[config.mk]
export PLATFORM = sky130hd
export DESIGN_NAME = aux_bank_router
export DESIGN_NICKNAME = d
export VERILOG_FILES = /design/src/rtl/aux_pkg.sv /design/src/rtl/aux_switch_decode.sv /design/src/rtl/aux_flag_regs.sv /design/src/rtl/aux_bank_route.sv /design/src/rtl/aux_status_mux.sv /design/src/rtl/aux_bank_router.sv
export SDC_FILE = /design/constraint.sdc
export NUM_CORES = 1
export LEC_CHECK = 0
export BUFFER_PORTS_ARGS = -buffer_cell sky130_fd_sc_hd__buf_2
export CAP_MARGIN = 15
export CORE_UTILIZATION = 50
export DETAILED_ROUTE_END_ITERATION = 7
export PLACE_DENSITY = 0.79
export SETUP_SLACK_MARGIN = 0.15
export SLEW_MARGIN = 20
export SYNTH_ARGS = -nofsm -noshare
export SYNTH_HDL_FRONTEND = slang
export SYNTH_HIERARCHICAL = 1
export SYNTH_SLANG_ARGS = --single-unit
[constraint.sdc]
create_clock -name clk -period 1.95 [get_ports clk]
set_input_delay 0.195 -clock clk [delete_from_list [all_inputs] [get_ports clk]]
set_output_delay 0.195 -clock clk [all_outputs]
set_load 0.01 [all_outputs]
[src/rtl/aux_pkg.sv]
package aux_pkg;
  localparam int NFLAG   = 12;
  localparam int NPAIR   = 8;
  localparam int NVIDEO  = 4;
  // flag indices; 0..7 follow the pair order decoded from address bits 3:1
  localparam int F_STORE = 0;
  localparam int F_RDAUX = 1;
  localparam int F_WRAUX = 2;
  localparam int F_INTCX = 3;
  localparam int F_ALTZP = 4;
  localparam int F_C3ROM = 5;
  localparam int F_COL80 = 6;
  localparam int F_ALTCH = 7;
  localparam int F_TEXT  = 8;
  localparam int F_MIXED = 9;
  localparam int F_PAGE2 = 10;
  localparam int F_HIRES = 11;

  localparam logic [15:0] A_ZP_END   = 16'h01FF;
  localparam logic [15:0] A_TXT_LO   = 16'h0400;
  localparam logic [15:0] A_TXT_HI   = 16'h07FF;
  localparam logic [15:0] A_HGR_LO   = 16'h2000;
  localparam logic [15:0] A_HGR_HI   = 16'h3FFF;
  localparam logic [15:0] A_IO_BASE  = 16'hC000;
  localparam logic [15:0] A_KEYCLR   = 16'hC010;
  localparam logic [11:0] A_PAIR_PG  = 12'hC00;  // $C000-$C00F
  localparam logic [11:0] A_STAT_PG  = 12'hC01;  // $C010-$C01F
  localparam logic [12:0] A_VID_PG   = 13'h180A; // $C050-$C057

  function automatic logic in_win(input logic [15:0] a, input logic [15:0] lo,
                                  input logic [15:0] hi);
    return (a >= lo) && (a <= hi);
  endfunction
endpackage

[src/rtl/aux_switch_decode.sv]
module aux_switch_decode
  import aux_pkg::*;
#(
  parameter int ADDR_W = 16
) (
  input  logic [ADDR_W-1:0] addr,
  input  logic              rd,
  input  logic              wr,
  output logic [NFLAG-1:0]  flag_set,
  output logic [NFLAG-1:0]  flag_clr,
  output logic              key_clr
);
  logic pair_hit;
  logic vid_hit;
  logic any_acc;

  assign any_acc  = rd | wr;
  assign pair_hit = wr && (addr[15:4] == A_PAIR_PG);
  assign vid_hit  = any_acc && (addr[15:3] == A_VID_PG);

  genvar gi;
  generate
    for (gi = 0; gi < NPAIR; gi++) begin : g_pair
      localparam logic INV = (gi == F_INTCX);
      logic sel;
      assign sel = pair_hit && (addr[3:1] == 3'(gi));
      assign flag_set[gi] = sel && (addr[0] ^ INV);
      assign flag_clr[gi] = sel && !(addr[0] ^ INV);
    end
    for (gi = 0; gi < NVIDEO; gi++) begin : g_video
      logic sel;
      assign sel = vid_hit && (addr[2:1] == 2'(gi));
      assign flag_set[NPAIR+gi] = sel && addr[0];
      assign flag_clr[NPAIR+gi] = sel && !addr[0];
    end
  endgenerate

  assign key_clr = (any_acc && (addr == A_KEYCLR)) ||
                   (wr && (addr[15:4] == A_STAT_PG) && (addr[3:0] != 4'h0));
endmodule

[src/rtl/aux_flag_regs.sv]
module aux_flag_regs
  import aux_pkg::*;
#(
  parameter int KEY_W = 7
) (
  input  logic             clk,
  input  logic             rst_n,
  input  logic [NFLAG-1:0] flag_set,
  input  logic [NFLAG-1:0] flag_clr,
  input  logic             key_clr,
  input  logic             key_press,
  input  logic [KEY_W-1:0] key_code,
  output logic [NFLAG-1:0] flags,
  output logic             key_down,
  output logic [KEY_W-1:0] key_val
);
  logic [1:0]       rst_pipe;
  logic             rst_int_n;
  logic [NFLAG-1:0] flags_nxt;
  logic             flags_en;
  logic             kd_nxt;
  logic             kd_en;

  // asynchronous assertion, synchronous release
  always_ff @(posedge clk or negedge rst_n) begin
    if (!rst_n) rst_pipe <= 2'b00;
    else        rst_pipe <= {rst_pipe[0], 1'b1};
  end
  assign rst_int_n = rst_pipe[1];

  always_comb begin
    flags_en  = |(flag_set | flag_clr);
    flags_nxt = (flags | flag_set) & ~flag_clr;
    kd_en     = key_press | key_clr;
    kd_nxt    = key_press ? 1'b1 : 1'b0;
  end

  always_ff @(posedge clk or negedge rst_int_n) begin
    if (!rst_int_n)    flags <= '0;
    else if (flags_en) flags <= flags_nxt;
  end

  always_ff @(posedge clk or negedge rst_int_n) begin
    if (!rst_int_n) key_down <= 1'b0;
    else if (kd_en) key_down <= kd_nxt;
  end

  always_ff @(posedge clk or negedge rst_int_n) begin
    if (!rst_int_n)     key_val <= '0;
    else if (key_press) key_val <= key_code;
  end
endmodule

[src/rtl/aux_bank_route.sv]
module aux_bank_route
  import aux_pkg::*;
#(
  parameter int ADDR_W = 16
) (
  input  logic [ADDR_W-1:0] addr,
  input  logic [NFLAG-1:0]  flags,
  output logic              rd_aux,
  output logic              wr_aux
);
  logic in_zp;
  logic in_disp;
  logic in_io;

  always_comb begin
    in_zp   = (addr <= A_ZP_END);
    in_io   = (addr >= A_IO_BASE);
    in_disp = in_win(addr, A_TXT_LO, A_TXT_HI) || in_win(addr, A_HGR_LO, A_HGR_HI);
    if (in_zp) begin
      rd_aux = flags[F_ALTZP];
      wr_aux = flags[F_ALTZP];
    end else if (in_io) begin
      rd_aux = 1'b0;
      wr_aux = 1'b0;
    end else if (in_disp && flags[F_STORE]) begin
      rd_aux = flags[F_PAGE2];
      wr_aux = flags[F_PAGE2];
    end else begin
      rd_aux = flags[F_RDAUX];
      wr_aux = flags[F_WRAUX];
    end
  end
endmodule

[src/rtl/aux_status_mux.sv]
module aux_status_mux
  import aux_pkg::*;
#(
  parameter int ADDR_W = 16,
  parameter int KEY_W  = 7
) (
  input  logic [ADDR_W-1:0] addr,
  input  logic [NFLAG-1:0]  flags,
  input  logic              vbl,
  input  logic              key_down,
  input  logic [KEY_W-1:0]  key_val,
  output logic [7:0]        data
);
  logic bit7;

  always_comb begin
    bit7 = 1'b0;
    case (addr[3:0])
      4'h3: bit7 = flags[F_RDAUX];
      4'h4: bit7 = flags[F_WRAUX];
      4'h5: bit7 = flags[F_INTCX];
      4'h6: bit7 = flags[F_ALTZP];
      4'h7: bit7 = flags[F_C3ROM];
      4'h8: bit7 = flags[F_STORE];
      4'h9: bit7 = vbl;
      4'hA: bit7 = flags[F_TEXT];
      4'hB: bit7 = flags[F_MIXED];
      4'hC: bit7 = flags[F_PAGE2];
      4'hD: bit7 = flags[F_HIRES];
      4'hE: bit7 = flags[F_ALTCH];
      4'hF: bit7 = flags[F_COL80];
      default: bit7 = 1'b0;
    endcase
    if (addr[15:4] == A_PAIR_PG || addr == A_KEYCLR)
      data = {key_down, 7'(key_val)};
    else if (addr[15:4] == A_STAT_PG)
      data = {bit7, 7'b0};
    else
      data = 8'h00;
  end
endmodule

[src/rtl/aux_bank_router.sv]
module aux_bank_router
  import aux_pkg::*;
#(
  parameter int ADDR_W = 16,
  parameter int KEY_W  = 7
) (
  input  logic              clk,
  input  logic              rst_n,
  input  logic [ADDR_W-1:0] cpu_addr,
  input  logic              rd_stb,
  input  logic              wr_stb,
  input  logic              key_press,
  input  logic [KEY_W-1:0]  key_code,
  input  logic              vbl_in,
  output logic              aux_rd_sel,
  output logic              aux_wr_sel,
  output logic [7:0]        stat_data,
  output logic [NFLAG-1:0]  mode_flags
);
  logic [NFLAG-1:0] flag_set;
  logic [NFLAG-1:0] flag_clr;
  logic             key_clr;
  logic             key_down;
  logic [KEY_W-1:0] key_val;

  aux_switch_decode #(.ADDR_W(ADDR_W)) u_dec (
    .addr(cpu_addr), .rd(rd_stb), .wr(wr_stb),
    .flag_set(flag_set), .flag_clr(flag_clr), .key_clr(key_clr)
  );

  aux_flag_regs #(.KEY_W(KEY_W)) u_regs (
    .clk(clk), .rst_n(rst_n), .flag_set(flag_set), .flag_clr(flag_clr),
    .key_clr(key_clr), .key_press(key_press), .key_code(key_code),
    .flags(mode_flags), .key_down(key_down), .key_val(key_val)
  );

  aux_bank_route #(.ADDR_W(ADDR_W)) u_route (
    .addr(cpu_addr), .flags(mode_flags), .rd_aux(aux_rd_sel), .wr_aux(aux_wr_sel)
  );

  aux_status_mux #(.ADDR_W(ADDR_W), .KEY_W(KEY_W)) u_stat (
    .addr(cpu_addr), .flags(mode_flags), .vbl(vbl_in), .key_down(key_down),
    .key_val(key_val), .data(stat_data)
  );
endmodule

---- After elaboration in Yosys (flattened, before gate mapping) ----
Cells that the tools add are included.
word-level totals
  logic and storage cells ................. 106
  bits in registers ....................... 22
  output and inout port bits .............. 22
  bits in latches ......................... 0
  RAM bits ................................ 0
  input bits .............................. 29
  memories kept ........................... 0
  bits in read-only memories .............. 0
cells by class
  equality and inequality tests ........... 27
  $mul .................................... 0
  shift operators ......................... 0
  multiplexer cells ....................... 10
  $lt $le $gt $ge ......................... 6
  add/subtract/negate cells ............... 0
  div/mod/pow operators ................... 0
  bitwise operators ....................... 7
  reduce and logical (&&, ||, !) cells .... 52
operators by type and width
  cell                                                                                    number
  1-bit logical AND                                                                       44
  4-bit equality test (second input constant)                                             8
  12-bit equality test (second input constant)                                            2
  12-bit bitwise OR                                                                       2
  16-bit equality test (second input constant)                                            1
  4-bit by 3-bit equality test with 1-bit output (second input constant)                  4
  16-bit by 11-bit greater-or-equal comparator with 1-bit output (second input constant)  1
  16-bit by 14-bit greater-or-equal comparator with 1-bit output (second input constant)  1
  16-bit greater-or-equal comparator (second input constant)                              1
  16-bit by 11-bit <= comparator with 1-bit output (second input constant)                1
  16-bit by 14-bit <= comparator with 1-bit output (second input constant)                1
  16-bit by 9-bit <= comparator with 1-bit output (second input constant)                 1
  8-bit two-way mux                                                                       2
  13-bit equality test (second input constant)                                            1
  1-bit case mux with 13 select lines                                                     1
  12-bit bitwise AND                                                                      1
  3-bit equality test (second input constant)                                             4
  12-bit NOT                                                                              1
  12-bit OR reduction                                                                     1
  1-bit two-way mux                                                                       7
  3-bit by 2-bit equality test with 1-bit output (second input constant)                  2
  2-bit equality test (second input constant)                                             2
  4-bit by 2-bit equality test with 1-bit output (second input constant)                  1
  4-bit nonzero test                                                                      1
  8 further kinds                                                                         11

---- Depth between registers and ports, before layout ----
Gate-level depths: netlist of the first run.
  depth in word-level cells ............... 7
  depth in mapped cells ................... 6

---- By module ----
The synthesis of the first run kept the hierarchy.
modules (own cells, without submodules)
  module             area each (µm²)  times used  cells an instance
  aux_flag_regs      773.2            1           57
  aux_switch_decode  387.9            1           59
  aux_status_mux     266.5            1           31
  aux_bank_route     107.6            1           13

---- Worst setup path before layout of the first run ----
OpenSTA, ideal clock, no wires.
  path type ............................... input to output
  start ................................... in cpu_addr[1]
  end ..................................... out stat_data[0]
  slack ................................... 0.383 ns
  buffers on the path ..................... 1
  arrival time ............................ 1.372 ns
  stages on the path ...................... 4
  cells stage by stage .................... buf_4 -> or4_4 -> a211oi_4 -> and2_1
between the ends
  word-level cells in the longest chain between the ends .. 3
RTL lines
  item                  RTL line               source
  start, declared       aux_bank_router.sv:9   input logic [ADDR_W-1:0] cpu_addr,
  16-bit equality test  aux_status_mux.sv:34   if (addr[15:4] == A_PAIR_PG || addr == A_KEYCLR)
  1-bit logical OR      aux_status_mux.sv:34
  8-bit two-way mux     aux_status_mux.sv:34
  end, declared         aux_bank_router.sv:17  output logic [7:0] stat_data,
No other way between the ends.

---- Worst setup path in the final report of the first run ----
  start ................................... reg u_regs.flags[6]
  end ..................................... out stat_data[7]
between the ends
  word-level cells in the longest chain between the ends .. 3
RTL lines
  item                                 RTL line              source
  start, declared                      aux_flag_regs.sv:13   output logic [NFLAG-1:0] flags,
  start signal, assigned               aux_flag_regs.sv:40   else if (flags_en) flags <= flags_nxt;
  1-bit case mux with 13 select lines  aux_status_mux.sv:18  case (addr[3:0])
  8-bit two-way mux                    aux_status_mux.sv:36  else if (addr[15:4] == A_STAT_PG)
  8-bit two-way mux                    aux_status_mux.sv:34
No other way between the ends.

==> impl_metrics.yaml, run 1 <==
outcome:
  outcome: "finished, violations left"
  violations: "DRC"
critical_path:
  worstSetupPathType: "flip-flop to primary output"
  crit_required_ns: 1.75
  crit_arrival_ns: 1.72
  cp-end-kind: "primary output"
  startpoint_type: "flip-flop"
  path_max_fanout: 2
layout:
  area_growth_pct: 24.7
  antenna_cells: 0
  fin_area_um2: 1910
  fin_nets: 246
  drive_gt1_share_pct: 37.5
  layout_commonest_cell: "buf_2"
  final_cell_mix: "46 x buf_2, 45 x nor2_1, 22 x dfrtp_1"
  fin_cells: 247
sta:
  setup_viol: 0
  fin_crit_ns: 1.91
  layout_setup_ws_ns: 0.0364
  finalHoldViolCount: 0
  rsz0062_at_grt: "true"
  fin_crit_sh_pct: 98.1
  drv_slew: 0
  fmax_ghz: 0.523
  worst_clock_skew_ns: 0.00353
  tightest_slew_ns: 0.818
  fin_tns_setup_ns: 0
  timing.slew.headroom_pct: 45.5
floorplan:
  rows: 19
  start_util_pct: 54.3
  die_x_um: 57.4
  dieArea_um2: 3300
  die_h_um: 57.4
  core_um2: 2830
  ioPinCount: 51
synth:
  synth_fa_ha_area_share_pct: 0
  synth_top_family_by_area: "simple AND/OR/NAND/NOR gates"
  syn_inst: 160
  synth_edf_count: 0
  synth-xor-area-share_pct: 0
  synth-main-ff-cell: "dfrtp_1"
  ys_seq_elements: 22
  yosysSeqAreaShare_pct: 35.9
  synth_area_leader_cell: "dfrtp_1"
  yosysUniqueCellTypes: 41
  yosys-mux-area-fraction_pct: 12.9
  syn_nets: 189
  async_flop_share_pct: 100
  syn-cell-area_um2: 1540
  synth-simple-area-share_pct: 40.1
  yosys_warnings: 6
  netlist_top_cells_area: "dfrtp_1 36%, nor2_1 11%, mux2_4 6.8%, mux4_1 3.4%, and2_1 3.3%"
  synth_top_area_share_pct: 35.9
  syn_avg_cell_area_um2: 9.60
  synth-compound-area-share_pct: 7.50
place:
  placed_area_um2: 1800
  port_buffers: 50
  placed_cells: 237
  dp_slack_ns: 0.151
  hpwl_um: 2870
  gp_congestion: 0.833
clock_tree:
  clock-sinks: 22
  clock_latency_ns: 0.31
  clk_path_buf_depth: 2
  cts_made_buffers: 3
  cts_tree: "built"
  htreeDepth: 1
  clk_root_buffer_cell: "clkbuf_4"
  cts.clk_slew.worst_paths_ns: 0.12
global_routing:
  grt.total_usage_pct: 23.5
  antenna_found_initial: 0
  overflow: 0
  grt_pass1_vias: 1284
  grt_start_max_net_pins: 21
  grt_pass1_wl_um: 5950
power_and_ir_drop:
  power.density_nw_per_um2: 517
  p_leak_nw: 0.933
  ir_drop_mv: 0.320
route:
  antenna_left: 0
  viasPerCell: 5.99
  vias: 1479
  drcViolationCount: 5
  routedWlPerCell_um: 15.9
  dr.pass1.iters: 6
  drt_iter0_markers: 95
  wl_um: 3930
run:
  maxCapViolCount: 0
hold_path:
  hold_class: "input port to flip-flop"
## area by class of cell
cell class	count	area (um^2)
sequential	22	551
multi-input combinational	129	931
tap	31	38.8
clock inverter	1	30.0
fill	231	915
clock buffer	3	22.5
inverter	2	7.51
timing repair buffer	59	334
## synth_stat cells, types with 2 or more instances
library cell,instances
a21oi_1,2
and2_1,8
and3b_1,2
buf_6,2
clkbuf_1,4
dfrtp_1,22
inv_1,2
mux2_4,7
mux2i_1,4
mux4_1,2
nand2_1,8
nand2b_1,2
nand3_1,2
nand3b_1,4
nand4_1,5
nor2_1,45
nor2b_1,2
nor3_1,2
nor3b_1,6
nor4_1,3
nor4_4,2
nor4b_2,2
o22ai_1,3
or4_4,2
## per-stage QoR
step           utilization, %  power [mW]  hold slack, ns
6_report                 67.7       0.989           0.112
4_1_cts                  67.1       0.998          0.0978
5_1_grt                  67.7        1.03          0.0863
3_5_place_dp             63.7       0.645         -0.0191
2_1_floorplan               -       0.577          -0.101
3_3_place_gp             63.7       0.637         -0.0203
## cell families after synthesis
logic type      count (synthesis)
flops                          22
compound gates                 14
other cells                     1
buf+inv                         9
simple gates                  101
mux                            13
## report_power, final
part / total, mW / internal, mW / leakage, nW / switching [mW]
combinational: 0.153 / 0.0735 / 0.623 / 0.0796
sequential: 0.489 / 0.473 / 0.282 / 0.0163
clock: 0.347 / 0.208 / 0.0279 / 0.139
total: 0.989 / 0.754 / 0.933 / 0.235
## sequential cells by signal, summed over array words and instances, names as in the netlist
name             flops
u_regs/flags        12
u_regs/key_val       7
u_regs/key_down      1
u_regs/rst_pipe      2
## metal layers
layer | part of all wire, % | up-vias | routed length [um] | GRT usage [%]
met2 | 48 | 59 | 1880 | 38.9
met5 | 0 | - | 0 | 0
met1 | 44 | 719 | 1720 | 31.7
met3 | 5.3 | 16 | 207 | 2.49
met4 | 3.1 | 0 | 120 | 8.71
li1 | - | 685 | - | -
## path summary, 6_finish.rpt
path | from | endpoint | slack [ns] | cells past startpoint
worst min-delay path | key_code[2] | u_regs/key_val[2] | 0.11 | 2
worst max register to register | u_regs/rst_pipe[1] | u_regs/key_val[2] | 1.10 | 0
worst min register to register | u_regs/rst_pipe[1] | u_regs/flags[2] | 0.34 | 0
min in group asynchronous | rst_n | u_regs/rst_pipe[1] | 0.17 | 2
max in group asynchronous | u_regs/rst_pipe[1] | u_regs/key_val[2] | 1.10 | 0
worst max-delay path | u_regs/flags[6] | stat_data[7] | 0.04 | 5
## worst max-delay path, cell delays in order (launching register included)
cell,delay (ns)
dfrtp_1,0.39
mux4_2,0.26
nor2_1,0.06
or4_1,0.41
o2bb2ai_1,0.15
buf_2,0.15
## timing repair
item	CTS	global route
resized for setup	1	7
setup buffers	5	0
gates cloned	0	0
hold endpoints to repair	2	0
setup endpoints to repair	1	8
hold buffers	1	0
pin swaps	2	3
Power figures use the tool's default switching activity.
==> run 2: changes to the inputs <==
--- a/config.mk
+++ b/config.mk
@@ -5,11 +5,12 @@
 export SDC_FILE = /design/constraint.sdc
 export NUM_CORES = 1
 export LEC_CHECK = 0
+export ABC_AREA = 1
 export BUFFER_PORTS_ARGS = -buffer_cell sky130_fd_sc_hd__buf_2
 export CAP_MARGIN = 15
-export CORE_UTILIZATION = 50
+export CORE_UTILIZATION = 51
 export DETAILED_ROUTE_END_ITERATION = 7
-export PLACE_DENSITY = 0.79
+export PLACE_DENSITY = 0.8
 export SETUP_SLACK_MARGIN = 0.15
 export SLEW_MARGIN = 20
 export SYNTH_ARGS = -nofsm -noshare
==> impl_metrics.yaml, run 2 <==
outcome:
  outcome: "finished, violations left"
  violations: "DRC"
layout:
  antenna_cells: 0
  final_cell_mix: "83 x nor2_1, 71 x nand2_1, 50 x buf_2"
  top_regs: "u_regs/flags (12), u_regs/key_val (7), u_regs/rst_pipe (2)"
  fin_cells: 335
  largest_reg_flops: 12
  fillers: 255
  fin_nets: 334
  area_growth_pct: 19.1
  layout_commonest_cell: "nor2_1"
  drive_gt1_share_pct: 22.7
  regMostFlops: "u_regs/flags"
sta:
  timing.slew.headroom_pct: 48.2
  worst_clock_skew_ns: 0.00204
  rsz0062_at_grt: "false"
  fin_crit_sh_pct: 82.2
  fin_crit_ns: 1.60
  drv_slew: 0
  fin_tns_setup_ns: 0
  finalHoldViolCount: 0
  tightest_slew_ns: 0.778
  fmax_ghz: 0.624
  setup_viol: 0
  layout_setup_ws_ns: 0.348
synth:
  ys_seq_elements: 22
  async_flop_share_pct: 100
  synth_edf_count: 0
  synth_top_area_share_pct: 34.8
  syn-cell-area_um2: 1580
  synth_common_cells: "83 x nor2_1, 71 x nand2_1, 25 x nand3_1"
  yosys_warnings: 6
  netlist_top_cells_area: "dfrtp_1 35%, nor2_1 20%, nand2_1 17%, nand3_1 7.9%, inv_1 5.7%"
  synth-main-ff-cell: "dfrtp_1"
  synth_area_leader_cell: "dfrtp_1"
  synth_most_common_cell: "nor2_1"
  yosysSeqAreaShare_pct: 34.8
  syn_avg_cell_area_um2: 6.20
  syn_inst: 255
  yosysUniqueCellTypes: 24
  syn_nets: 284
route:
  antenna_left: 0
  drcViolationCount: 5
  routedWlPerCell_um: 10.7
  viasPerCell: 5.07
  drt_iter0_markers: 135
  wl_um: 3600
  vias: 1698
  dr.pass1.iters: 8
global_routing:
  grt_pass1_vias: 1356
  overflow: 0
  grt_start_max_net_pins: 22
  grt.total_usage_pct: 22.3
  antenna_found_initial: 0
  grt_pass1_wl_um: 5860
floorplan:
  die_h_um: 57.7
  die_x_um: 57.7
  start_util_pct: 55.4
  rows: 19
  ioPinCount: 51
  core_um2: 2850
  dieArea_um2: 3330
critical_path:
  cp_top_family: "simple AND/OR/NAND/NOR gates"
  cp-end-kind: "primary output"
  crit_buf_inv: 1
  cpPeakStageDelay_ns: 0.47
  startpoint_type: "flip-flop"
  reg2reg_from: "u_regs/rst_pipe[1]"
  path_max_fanout: 4
  r2r_end: "u_regs/flags[4]"
  rrSetupSlack_ns: 1.14
  reg2regPathDepth: 0
  crit_required_ns: 1.75
  critical_path.cell_chain: "nand3_1 > nand2_1 > nand2_1 > nand2_1 > nor2_1 > nand2_1 > nand2_1 > nand2_1 > buf_2"
  worstSetupPathType: "flip-flop to primary output"
  crit_slowest_cell: "dfrtp_1"
  cp_common_cell: "nand2_1"
  crit_arrival_ns: 1.41
clock_tree:
  htreeDepth: 1
  cts.clk_slew.worst_paths_ns: 0.12
  cts_made_buffers: 3
  clock-sinks: 22
  clk_root_buffer_cell: "clkbuf_4"
  clk_path_buf_depth: 2
  cts_tree: "built"
  clock_latency_ns: 0.30
  ctsResizeCount: 0
  post_cts_buffers: 0
place:
  dp_slack_ns: 0.503
  gp_congestion: 0.798
  port_buffers: 50
  placed_cells: 330
  hpwl_um: 2790
power_and_ir_drop:
  power_frac_seq_pct: 50.4
  p_int_mw: 0.728
  finalPower_mw: 0.963
  ir_drop_mv: 0.533
  p_leak_nw: 1.13
  swShare_pct: 24.4
  p_switching_mw: 0.235
  p_comb_share_pct: 14.4
  p_clk_share_pct: 35.2
  power.density_nw_per_um2: 511
run:
  maxCapViolCount: 0
hold_path:
  hold_depth: 3
  hold-path-endpoint: "u_regs/key_val[0]"
  hold_class: "input port to flip-flop"
  hold_start: "key_code[0]"
run 2: cell types whose count changed in the layout (fill, tap and decap cells not counted), sizes merged, moves of 4 or more:
cell / delta
and2: -8
buf: -7
inv: +26
mux2: -7
mux2i: -4
nand2: +64
nand3: +24
nand4: -4
nor2: +44
nor3b: -4
nor4: -5
run 2: worst min-delay path, cell delays in order:
cell and delay, ns:
buf_2 0.07, nand2_1 0.04, nand2_1 0.05
run 2: how the worst max path moves through the flow:
stage	start	end	slack [ns]	depth (start not counted)
after floorplan	u_regs/flags[0]	aux_rd_sel	0.86	5
after global placement	cpu_addr[0]	stat_data[7]	0.52	11
final	u_regs/flags[4]	stat_data[7]	0.35	9
after detailed placement	cpu_addr[0]	stat_data[7]	0.50	11
after global routing	u_regs/flags[4]	stat_data[7]	0.23	9
after CTS	u_regs/flags[4]	stat_data[7]	0.34	9
run 2: what timing repair did:
action	in CTS	in global routing
endpoints found under the setup margin	0	0
hold endpoints to repair	2	0
hold buffers	1	0
run 2: layer usage:
metal / up-vias / wire length, um / part of all wire (%) / GRT usage, %
li1: 868 / - / - / -
met1: 779 / 1710 / 48 / 32.4
met2: 49 / 1670 / 46 / 36.5
met3: 2 / 194 / 5.4 / 1.56
met4: 0 / 19 / 0.53 / 6.12
met5: - / 0 / 0 / 0
run 2: cell families (layout without fill, tap and decap cells):
logic type / Yosys count / after routing / synth area share (%)
other: 1 / 1 / 0.237
flip-flops: 22 / 22 / 34.8
AO/OA/AOI/OAI: 2 / 2 / 0.712
AND/OR/NAND/NOR: 196 / 196 / 54.2
buffers and inverters: 34 / 83 / 10.0
run 2: power by group through the flow:
stage,clock network [mW],logic [mW],registers [mW]
2_1_floorplan,0,0.0863,0.491
3_3_place_gp,0,0.134,0.494
3_5_place_dp,0,0.136,0.495
4_1_cts,0.349,0.138,0.486
5_1_grt,0.363,0.156,0.489
6_report,0.338,0.139,0.485
run 2: through the flow:
stage	hold WS [ns]	area [um^2]	util, %
2_1_floorplan	-0.101	1580	-
3_3_place_gp	-0.0184	1820	63.9
3_5_place_dp	-0.0188	1820	63.9
4_1_cts	0.0742	1880	66.1
5_1_grt	0.0827	1880	66.1
6_report	0.0846	1880	66.1
run 2: final cells by class:
class | count | area [um^2] | share of cell area [%]
inverter | 28 | 110 | 5.84
sequential | 22 | 551 | 29.2
clock buffer | 3 | 22.5 | 1.20
timing repair buffer | 51 | 260 | 13.8
clock inverter | 1 | 30.0 | 1.59
tap | 31 | 38.8 | 2.06
multi-input combinational | 199 | 872 | 46.3
